--- src/rtl/fill_lshift_pkg.sv ---
package fill_lshift_pkg;
  localparam int unsigned FLS_DEF_WIDTH = 32;

  // number of count bits needed for a given word width
  function automatic int unsigned fls_amt_bits(input int unsigned w);
    return (w <= 2) ? 1 : $clog2(w);
  endfunction
endpackage

--- src/rtl/fill_lshift_stage.sv ---
module fill_lshift_stage #(
  parameter int unsigned WIDTH = 32,
  parameter int unsigned DIST  = 1
) (
  input  logic [WIDTH-1:0] word_i,
  input  logic             en_i,
  input  logic             fill_i,
  output logic [WIDTH-1:0] word_o
);
  // fixed-distance move: pure rewiring plus fill replication
  function automatic logic [WIDTH-1:0] move_fill(input logic [WIDTH-1:0] v, input logic f);
    return {v[WIDTH-1-DIST:0], {DIST{f}}};
  endfunction

  logic [WIDTH-1:0] moved_w;
  assign moved_w = move_fill(word_i, fill_i);
  assign word_o  = en_i ? moved_w : word_i;
endmodule

--- src/rtl/fill_lshift_cascade.sv ---
module fill_lshift_cascade #(
  parameter int unsigned WIDTH = 32,
  parameter int unsigned AMTW  = 5
) (
  input  logic [WIDTH-1:0] word_i,
  input  logic [AMTW-1:0]  amt_i,
  input  logic             fill_i,
  output logic [WIDTH-1:0] word_o
);
  localparam int unsigned NSTAGE = AMTW;

  // stage_word[g] feeds stage g; stage 0 is the largest distance
  logic [WIDTH-1:0] stage_word [NSTAGE+1];
  logic [NSTAGE-1:0] stage_en;

  assign stage_word[0] = word_i;

  for (genvar g = 0; g < NSTAGE; g++) begin : g_stage
    localparam int unsigned BITPOS = NSTAGE - 1 - g;
    localparam int unsigned DIST   = 1 << BITPOS;
    assign stage_en[g] = amt_i[BITPOS];
    fill_lshift_stage #(.WIDTH(WIDTH), .DIST(DIST)) u_stage (
      .word_i (stage_word[g]),
      .en_i   (stage_en[g]),
      .fill_i (fill_i),
      .word_o (stage_word[g+1])
    );
  end

  assign word_o = stage_word[NSTAGE];

  // an idle stage must hand its word on untouched
  always_comb begin
    for (int g = 0; g < NSTAGE; g++) begin
      if (!stage_en[g]) begin
        AST_STAGE_IDLE: assert (stage_word[g+1] == stage_word[g]);
      end
    end
  end
endmodule

--- src/rtl/fill_lshift.sv ---
module fill_lshift
  import fill_lshift_pkg::*;
#(
  parameter int unsigned WIDTH = FLS_DEF_WIDTH,
  localparam int unsigned AMTW = fls_amt_bits(WIDTH)
) (
  input  logic [WIDTH-1:0] data_i,
  input  logic [AMTW-1:0]  amt_i,
  input  logic             fill_i,
  output logic [WIDTH-1:0] data_o
);
  localparam logic [AMTW-1:0] AMT_MAX = AMTW'(WIDTH - 1);

  logic             zero_amt_w;
  logic             max_amt_w;
  logic [WIDTH-1:0] plain_shift_w;

  fill_lshift_cascade #(.WIDTH(WIDTH), .AMTW(AMTW)) u_cascade (
    .word_i (data_i),
    .amt_i  (amt_i),
    .fill_i (fill_i),
    .word_o (data_o)
  );

  assign zero_amt_w    = (amt_i == '0);
  assign max_amt_w     = (amt_i == AMT_MAX);
  assign plain_shift_w = data_i << amt_i;

  always_comb begin
    if (zero_amt_w) begin
      AST_PASS_ZERO: assert (data_o == data_i);
    end
    AST_KEEP_UPPER: assert (((data_o >> amt_i) << amt_i) == plain_shift_w);
    for (int p = 0; p < int'(WIDTH); p++) begin
      if (p < int'(amt_i)) begin
        AST_FILL_ZONE: assert (data_o[p] == fill_i);
      end
    end
    if (max_amt_w) begin
      AST_MAX_MSB: assert (data_o[WIDTH-1] == data_i[0]);
    end
    if (!fill_i) begin
      AST_ZERO_FILL: assert (data_o == plain_shift_w);
    end
  end
endmodule

--- config.mk ---
export PLATFORM = sky130hd
export DESIGN_NAME = fill_lshift
export DESIGN_NICKNAME = d
export VERILOG_FILES = /design/src/rtl/fill_lshift_pkg.sv /design/src/rtl/fill_lshift_stage.sv /design/src/rtl/fill_lshift_cascade.sv /design/src/rtl/fill_lshift.sv
export SDC_FILE = /design/constraint.sdc
export NUM_CORES = 1
export LEC_CHECK = 0
export ABC_CLOCK_PERIOD_IN_PS = 2000
export BUFFER_PORTS_ARGS = -buffer_cell sky130_fd_sc_hd__buf_4
export CAP_MARGIN = 20
export CELL_PAD_IN_SITES_DETAIL_PLACEMENT = 1
export CELL_PAD_IN_SITES_GLOBAL_PLACEMENT = 1
export CORE_AREA = 3 3 92 72
export DETAILED_ROUTE_END_ITERATION = 8
export DIE_AREA = 0 0 95 75
export GPL_TIMING_DRIVEN = 0
export PLACE_DENSITY_LB_ADDON = 0.1
export SLEW_MARGIN = 20
export SYNTH_ARGS = -nofsm -noshare
export SYNTH_HDL_FRONTEND = slang
export SYNTH_SLANG_ARGS = --single-unit
--- constraint.sdc ---
create_clock -name vclk -period 2
set_input_delay 0.2 -clock vclk [all_inputs]
set_output_delay 0.2 -clock vclk [all_outputs]
set_load 0.03 [all_outputs]
# Yosys cells after proc, flatten, opt, wreduce, memory -nomap -nowiden
# Cells that the tools add are included.
# totals
ff_bits	0
input_bits	38
word_cells	5
# classes
n_mux	5
# op_table
op	count
32-bit two-way mux	5

# Depth between registers and ports, before layout
# Gate-level depths: netlist of the first run.
# logic_depth
word_depth	5
mapped_depth	9
ltp_nobuf	5

# By module
# Synthesis of the first run repeated with hierarchy kept, for this count alone.
# unflattened
cells_unflattened	181
hier_area_um2	2726.4
# modules_own_cells
module	instances	cells_each	area_each_um2
fill_lshift_stage (u_cascade.g_stage[1].u_stage ...)	4	36	544.3
fill_lshift_stage (u_cascade.g_stage[0].u_stage)	1	37	549.3

# Worst setup path before layout of the first run
# Ideal clock, no wire load.
# synth_timing
path_type	input port to output port
start	input port amt_i[1]
end	output port data_o[23]
arrival_ns	2.123
required_ns	1.800
slack_ns	-0.323
path_stages	7
path_buffers	2
path_cell_list	buf_4 buf_8 mux2i_1 mux4_2 mux2i_1 nor2_1 a311oi_1
# synth_between
elab_chain_cells	2
# synth_lines
item	line	rtl
start, declared	fill_lshift.sv:8	input logic [AMTW-1:0] amt_i,
32-bit two-way mux (2 in a row)	fill_lshift_stage.sv:17	assign word_o = en_i ? moved_w : word_i;
end, declared	fill_lshift.sv:10	output logic [WIDTH-1:0] data_o
# Every way passes these cells.

# Final worst setup path of the first run
# layout_timing
start	input port amt_i[4]
end	output port data_o[19]
# layout_between
elab_chain_cells	5
# layout_lines
item	line
32-bit two-way mux (5 in a row)	fill_lshift_stage.sv:17
# Every way passes these cells.

==> impl_metrics.csv, run 1 <==
group,metric,value,unit
power,seqPwrFrac,0,%
sta,finalCritPeriodShare,104.8,%
floorplan,dieArea,7125,sq um
run_status,outcome,"finished with violations",
layout,fillCellCount,715,
setup_path,cp-end-kind,"output pin",
setup_path,cp_slowest_cell,"o221ai_1",
global_routing,overflow,0,
layout,multiInputGateArea,2287,sq um
job,maxCapViolCount,0,
power,p_int,0.4972,mW
power,ir_drop,0.0001780,V
setup_path,max_stage_delay,0.31,ns
power,power_density,365.3,nW/um^2
sta,max_slew.worst_pin.slew,0.5463,ns
setup_path,cp_common_cell,"buf_4",
global_routing,grt_pass1_vias,2891,
floorplan,coreArea,5796,sq um
layout,drive_above_1_share,47.06,%
sta,rsz0062_at_grt,"yes",
setup_path,path_cells,"buf_4 -> buf_12 -> buf_6 -> nand2_1 -> o221ai_1 -> and3_1 -> a221o_1 -> buf_4",
layout,nNetsFinal,414,
sta,min_period,2.096,ns
synth,ys_warn_count,0,
route,drc,0,
floorplan,die_h,75,um
floorplan,io_pins,70,
sta,fin_ws,-0.09588,ns
floorplan,die-width,95,um
route,routed_wl,11.85,mm
layout,final_common_cell,"buf_4",
worst_hold_path,hp-class,"input pin to output pin",
global_routing,grt_pass1_wl,17.47,mm
sta,finalSetupViolCount,11,
route,antenna_left,0,
sta,finalMaxSlewViolations,0,
sta,max_freq,0.4771,GHz
layout,antenna_cells,0,
sta,slew_headroom,62.54,%
layout,syn2layout_area_growth,51.70,%
power,clkPwrFrac,0,%
synth,syn_inst,302,
place,hpwlAfterDp,8.848,mm
place,port_buffers,66,
synth,synth.avg_cell_area,7.196,sq um
layout,seq_cell_count,0,
layout,regArea,0,sq um
place,place_area,2809,sq um
route,wl_per_cell,26.21,um
place,post-place-ws,-0.3908,ns
layout,fin_area,3297,sq um
setup_path,worstPathArrival,1.90,ns
setup_path,critPathKind,"input pin to output pin",
setup_path,critPathRequiredTime,1.80,ns
layout,final_cell_mix,"buf_4 (71), mux2i_1 (38), nand2_1 (32)",
floorplan,num_rows,24,
setup_path,cp-endpoint,"data_o[19]",
route,via_count,3037,
place,gp_congestion,0.9968,
power,pwr-share-comb,100.0,%
sta,hold_violations,0,
run_status,violations,"negative setup slack",
global_routing,grtUsageTotal,32.57,%
setup_path,crit_path_start,"amt_i[4]",
synth,synthDistinctLibCells,48,
synth,syn_nets,340,
route,drt_iter0_markers,204,
route,drt_first_pass_iters,5,
power,switching_power,0.7072,mW
floorplan,start_util,37.50,%
setup_path,crit_path_max_fanout,10,
power,p_leak,1.402,nW
synth,mappedNetlistArea,2173,sq um
global_routing,grt_max_degree,12,
clock_network,cts-hold-fix-buffers,0,
setup_path,cp-start-kind,"input pin",
global_routing,antenna_found_initial,0,
route,viasPerCell,6.719,
synth,seq_area_frac_synth,0,%
layout,nClkBuffers,0,
power,p_sw_share,58.72,%
-- how the worst min path moves through the flow --
stage              start   endpoint  slack, ns  depth (start not counted)
2_1_floorplan  data_i[0]  data_o[0]       0.64                          2
3_3_place_gp   data_i[0]  data_o[0]       0.81                          4
3_5_place_dp   data_i[0]  data_o[0]       0.81                          4
4_1_cts        data_i[0]  data_o[0]       0.82                          4
5_1_grt        data_i[0]  data_o[0]       0.87                          4
6_report       data_i[0]  data_o[0]       0.84                          4
-- power by group through the flow --
stage | Sequential [mW] | Combinational [mW] | Clock [mW]
after floorplan | 0 | 0.649 | 0
after global placement | 0 | 1.01 | 0
after detailed placement | 0 | 1.02 | 0
after CTS | 0 | 1.11 | 0
after global routing | 0 | 1.26 | 0
final | 0 | 1.20 | 0
-- layer usage --
| layer | vias to the layer above | GRT usage (%) | share of wire [%] |
|---|---|---|---|
| li1 | 1315 | - | - |
| met1 | 1486 | 49.09 | 44 |
| met5 | - | 0 | 0 |
| met3 | 16 | 5.894 | 11 |
| met2 | 220 | 48.36 | 43 |
| met4 | 0 | 6.880 | 1.2 |
-- cell usage after synthesis (all sizes together) (3+ instances only) --
master   n  share of area (%)
nor2    28                4.8
a31oi    3               0.86
clkbuf  11                1.9
o21a     3                1.0
o22ai    4                1.2
mux4    12                 12
a21oi   26                6.0
inv      8                1.4
mux2    11                5.7
nor2b    7                2.0
a22oi    6                2.1
and2     3               0.86
nand2b   4                1.2
nand2   34                5.9
a211oi   3                1.0
o21ai   19                4.4
a221oi   5                2.0
o211ai   4                1.4
o221ai   4                1.6
buf     20                6.5
a221o    4                1.8
or3      3               0.86
nand3    4               0.92
mux2i   49                 23
nor3     5                1.2
-- kinds of logic (layout without fill, tap and decap cells) --
| kind of cell | Yosys count | in the layout | share of synthesized area, % |
|---|---|---|---|
| buffers and inverters | 39 | 111 | 9.787 |
| multiplexers | 72 | 72 | 40.70 |
| AO/OA/AOI/OAI | 100 | 100 | 30.97 |
| AND/OR/NAND/NOR | 91 | 91 | 18.54 |
-- critical path, delay by kind of cell --
kind	cells	cell delay, ns
AND/OR/NAND/NOR	2	0.49
buffers and inverters	4	0.62
AO/OA/AOI/OAI	2	0.59
-- metrics by stage --
step | util [%] | power (mW) | TNS [ns] | hold WS [ns] | instances
floorplan | - | 0.6492 | -0.3555 | 0.6350 | 302
global placement | 48.47 | 1.009 | -8.021 | 0.8099 | 446
detailed placement | 48.47 | 1.017 | -7.970 | 0.8132 | 446
CTS | 53.78 | 1.114 | -0.2130 | 0.8245 | 451
global route | 56.89 | 1.260 | -1.245 | 0.8670 | 452
finish | 56.89 | 1.204 | -0.6404 | 0.8371 | 452
-- layout make-up --
type,instances,area share (%)
multi-input combinational,263,69.37
inverter,8,1.101
tap,78,2.960
timing repair buffer,74,18.14
buffer,29,8.425
-- repair_timing --
item	in CTS	in global routing
endpoints found under the setup margin	31	27
gates resized for setup	72	45
setup buffers	5	2
pin swaps	8	3
cloned	1	0
endpoints found under the hold margin	0	0
(Power assumes the default switching activity.)
==> inputs of run 2 (changes only) <==
ABC_CLOCK_PERIOD_IN_PS = not set   (was 2000)
RECOVER_POWER = 50   (was not set)
==> run 2 against run 1 <==
- global-route usage unchanged
- critical path depth is the same
- worst setup slack gained 0.0067 ns
- the flow still finishes with violations (negative setup slack)
- flip-flop and latch count unchanged
==> impl_metrics.csv, run 2 (same netlist as run 1, synthesis figures left out) <==
group,metric,value,unit
run_status,outcome,"finished with violations",
run_status,violations,"negative setup slack",
job,maxCapViolCount,0,
setup_path,critical_path_depth,8,
layout,final_cell_mix,"buf_4 (70), mux2i_1 (38), nand2_1 (32)",
worst_hold_path,hp-start,"data_i[0]",
sta,finalMaxSlewViolations,0,
layout,final_common_cell,"buf_4",
route,drt_iter0_markers,216,
sta,rsz0062_at_grt,"yes",
setup_path,cp_num_buf_inv,4,
power,p_leak,1.397,nW
layout,multiInputGateArea,2287,sq um
global_routing,grt_pass1_vias,2891,
global_routing,antenna_found_initial,0,
place,dp.cells,446,
worst_hold_path,hold_depth,4,
place,port_buffers,66,
power,power_density,365.2,nW/um^2
global_routing,grt_pass1_wl,17.47,mm
place,hpwlAfterDp,8.848,mm
clock_network,cts-hold-fix-buffers,0,
global_routing,grt_max_degree,12,
setup_path,crit_path_max_fanout,6,
layout,instances_no_fill,452,
layout,regArea,0,sq um
sta,slew_headroom,61.84,%
floorplan,dieArea,7125,sq um
worst_hold_path,hp-class,"input pin to output pin",
floorplan,coreArea,5796,sq um
sta,fin_ws,-0.08918,ns
layout,seq_cell_count,0,
power,ir_drop,0.0001775,V
route,via_count,3011,
global_routing,overflow,0,
route,wl_per_cell,26.12,um
sta,max_freq,0.4787,GHz
floorplan,start_util,37.50,%
sta,max_slew.worst_pin.slew,0.5564,ns
route,drt_first_pass_iters,4,
floorplan,die_h,75,um
place,gp_congestion,0.9968,
setup_path,worst_path_dominant_cell_family,"multiplexers",
route,routed_wl,11.81,mm
setup_path,critPathRequiredTime,1.80,ns
layout,fillCellCount,714,
layout,antenna_cells,0,
sta,hold_violations,0,
floorplan,io_pins,70,
setup_path,cp_common_cell,"buf_12",
layout,drive_above_1_share,46.79,%
sta,finalCritPeriodShare,104.5,%
setup_path,cp-end-kind,"output pin",
setup_path,cp-start-kind,"input pin",
layout,nNetsFinal,414,
setup_path,max_stage_delay,0.48,ns
global_routing,grtUsageTotal,32.57,%
power,power,1.202,mW
floorplan,num_rows,24,
setup_path,worstPathArrival,1.89,ns
layout,syn2layout_area_growth,51.41,%
route,antenna_left,0,
layout,nClkBuffers,0,
worst_hold_path,hold_path_end,"data_o[0]",
setup_path,cp_slowest_cell,"mux4_2",
place,post-place-ws,-0.3908,ns
route,drc,0,
route,viasPerCell,6.662,
floorplan,die-width,95,um
setup_path,path_cells,"buf_12 -> buf_12 -> buf_8 -> mux2i_4 -> mux4_2 -> o221a_1 -> mux2i_1 -> buf_4",
sta,finalSetupViolCount,14,
sta,min_period,2.089,ns
setup_path,critPathKind,"input pin to output pin",
## run 2: timing repair
item / CTS / global route
pin swaps: 8 / 3
endpoints found under the setup margin: 31 / 27
endpoints found under the hold margin: 0 / 0
gates cloned: 1 / 0
buffers inserted: 5 / 2
resized for setup: 72 / 45
## run 2: how the worst max path moves through the flow
| stage | startpoint | to | slack, ns |
|---|---|---|---|
| after floorplan | amt_i[1] | data_o[22] | -0.08 |
| final | amt_i[1] | data_o[22] | -0.09 |
| after detailed placement | amt_i[1] | data_o[10] | -0.39 |
| after global routing | amt_i[1] | data_o[21] | -0.17 |
| after CTS | amt_i[1] | data_o[22] | -0.07 |
| after global placement | amt_i[1] | data_o[10] | -0.42 |
## run 2: layout make-up
class              count  area share [%]
inverters              8           1.103
plain buffers         29           8.365
multi-input cells    263           69.51
repair buffers        74           18.06
well taps             78           2.966
## run 2: metrics by stage
step	area (sq um)	setup TNS (ns)	utilization [%]	hold slack (ns)
floorplan	2216	-0.3555	-	0.6350
finish	3291	-0.6618	56.78	0.8393
global placement	2809	-8.021	48.47	0.8099
global route	3291	-1.346	56.78	0.8670
CTS	3117	-0.2130	53.78	0.8245
detailed placement	2809	-7.970	48.47	0.8132
## run 2: metal layers
layer	track usage [%]	vias up	share of wire [%]
li1	-	1314	-
met1	49.09	1458	45
met2	48.36	216	43
met3	5.894	23	10
met4	6.880	0	1.5
met5	0	-	0
## run 2: power breakdown
group	leakage, nW	internal (mW)	switching [mW]
clock network	0	0	0
registers	0	0	0
logic	1.40	0.495	0.706
total	1.40	0.495	0.706
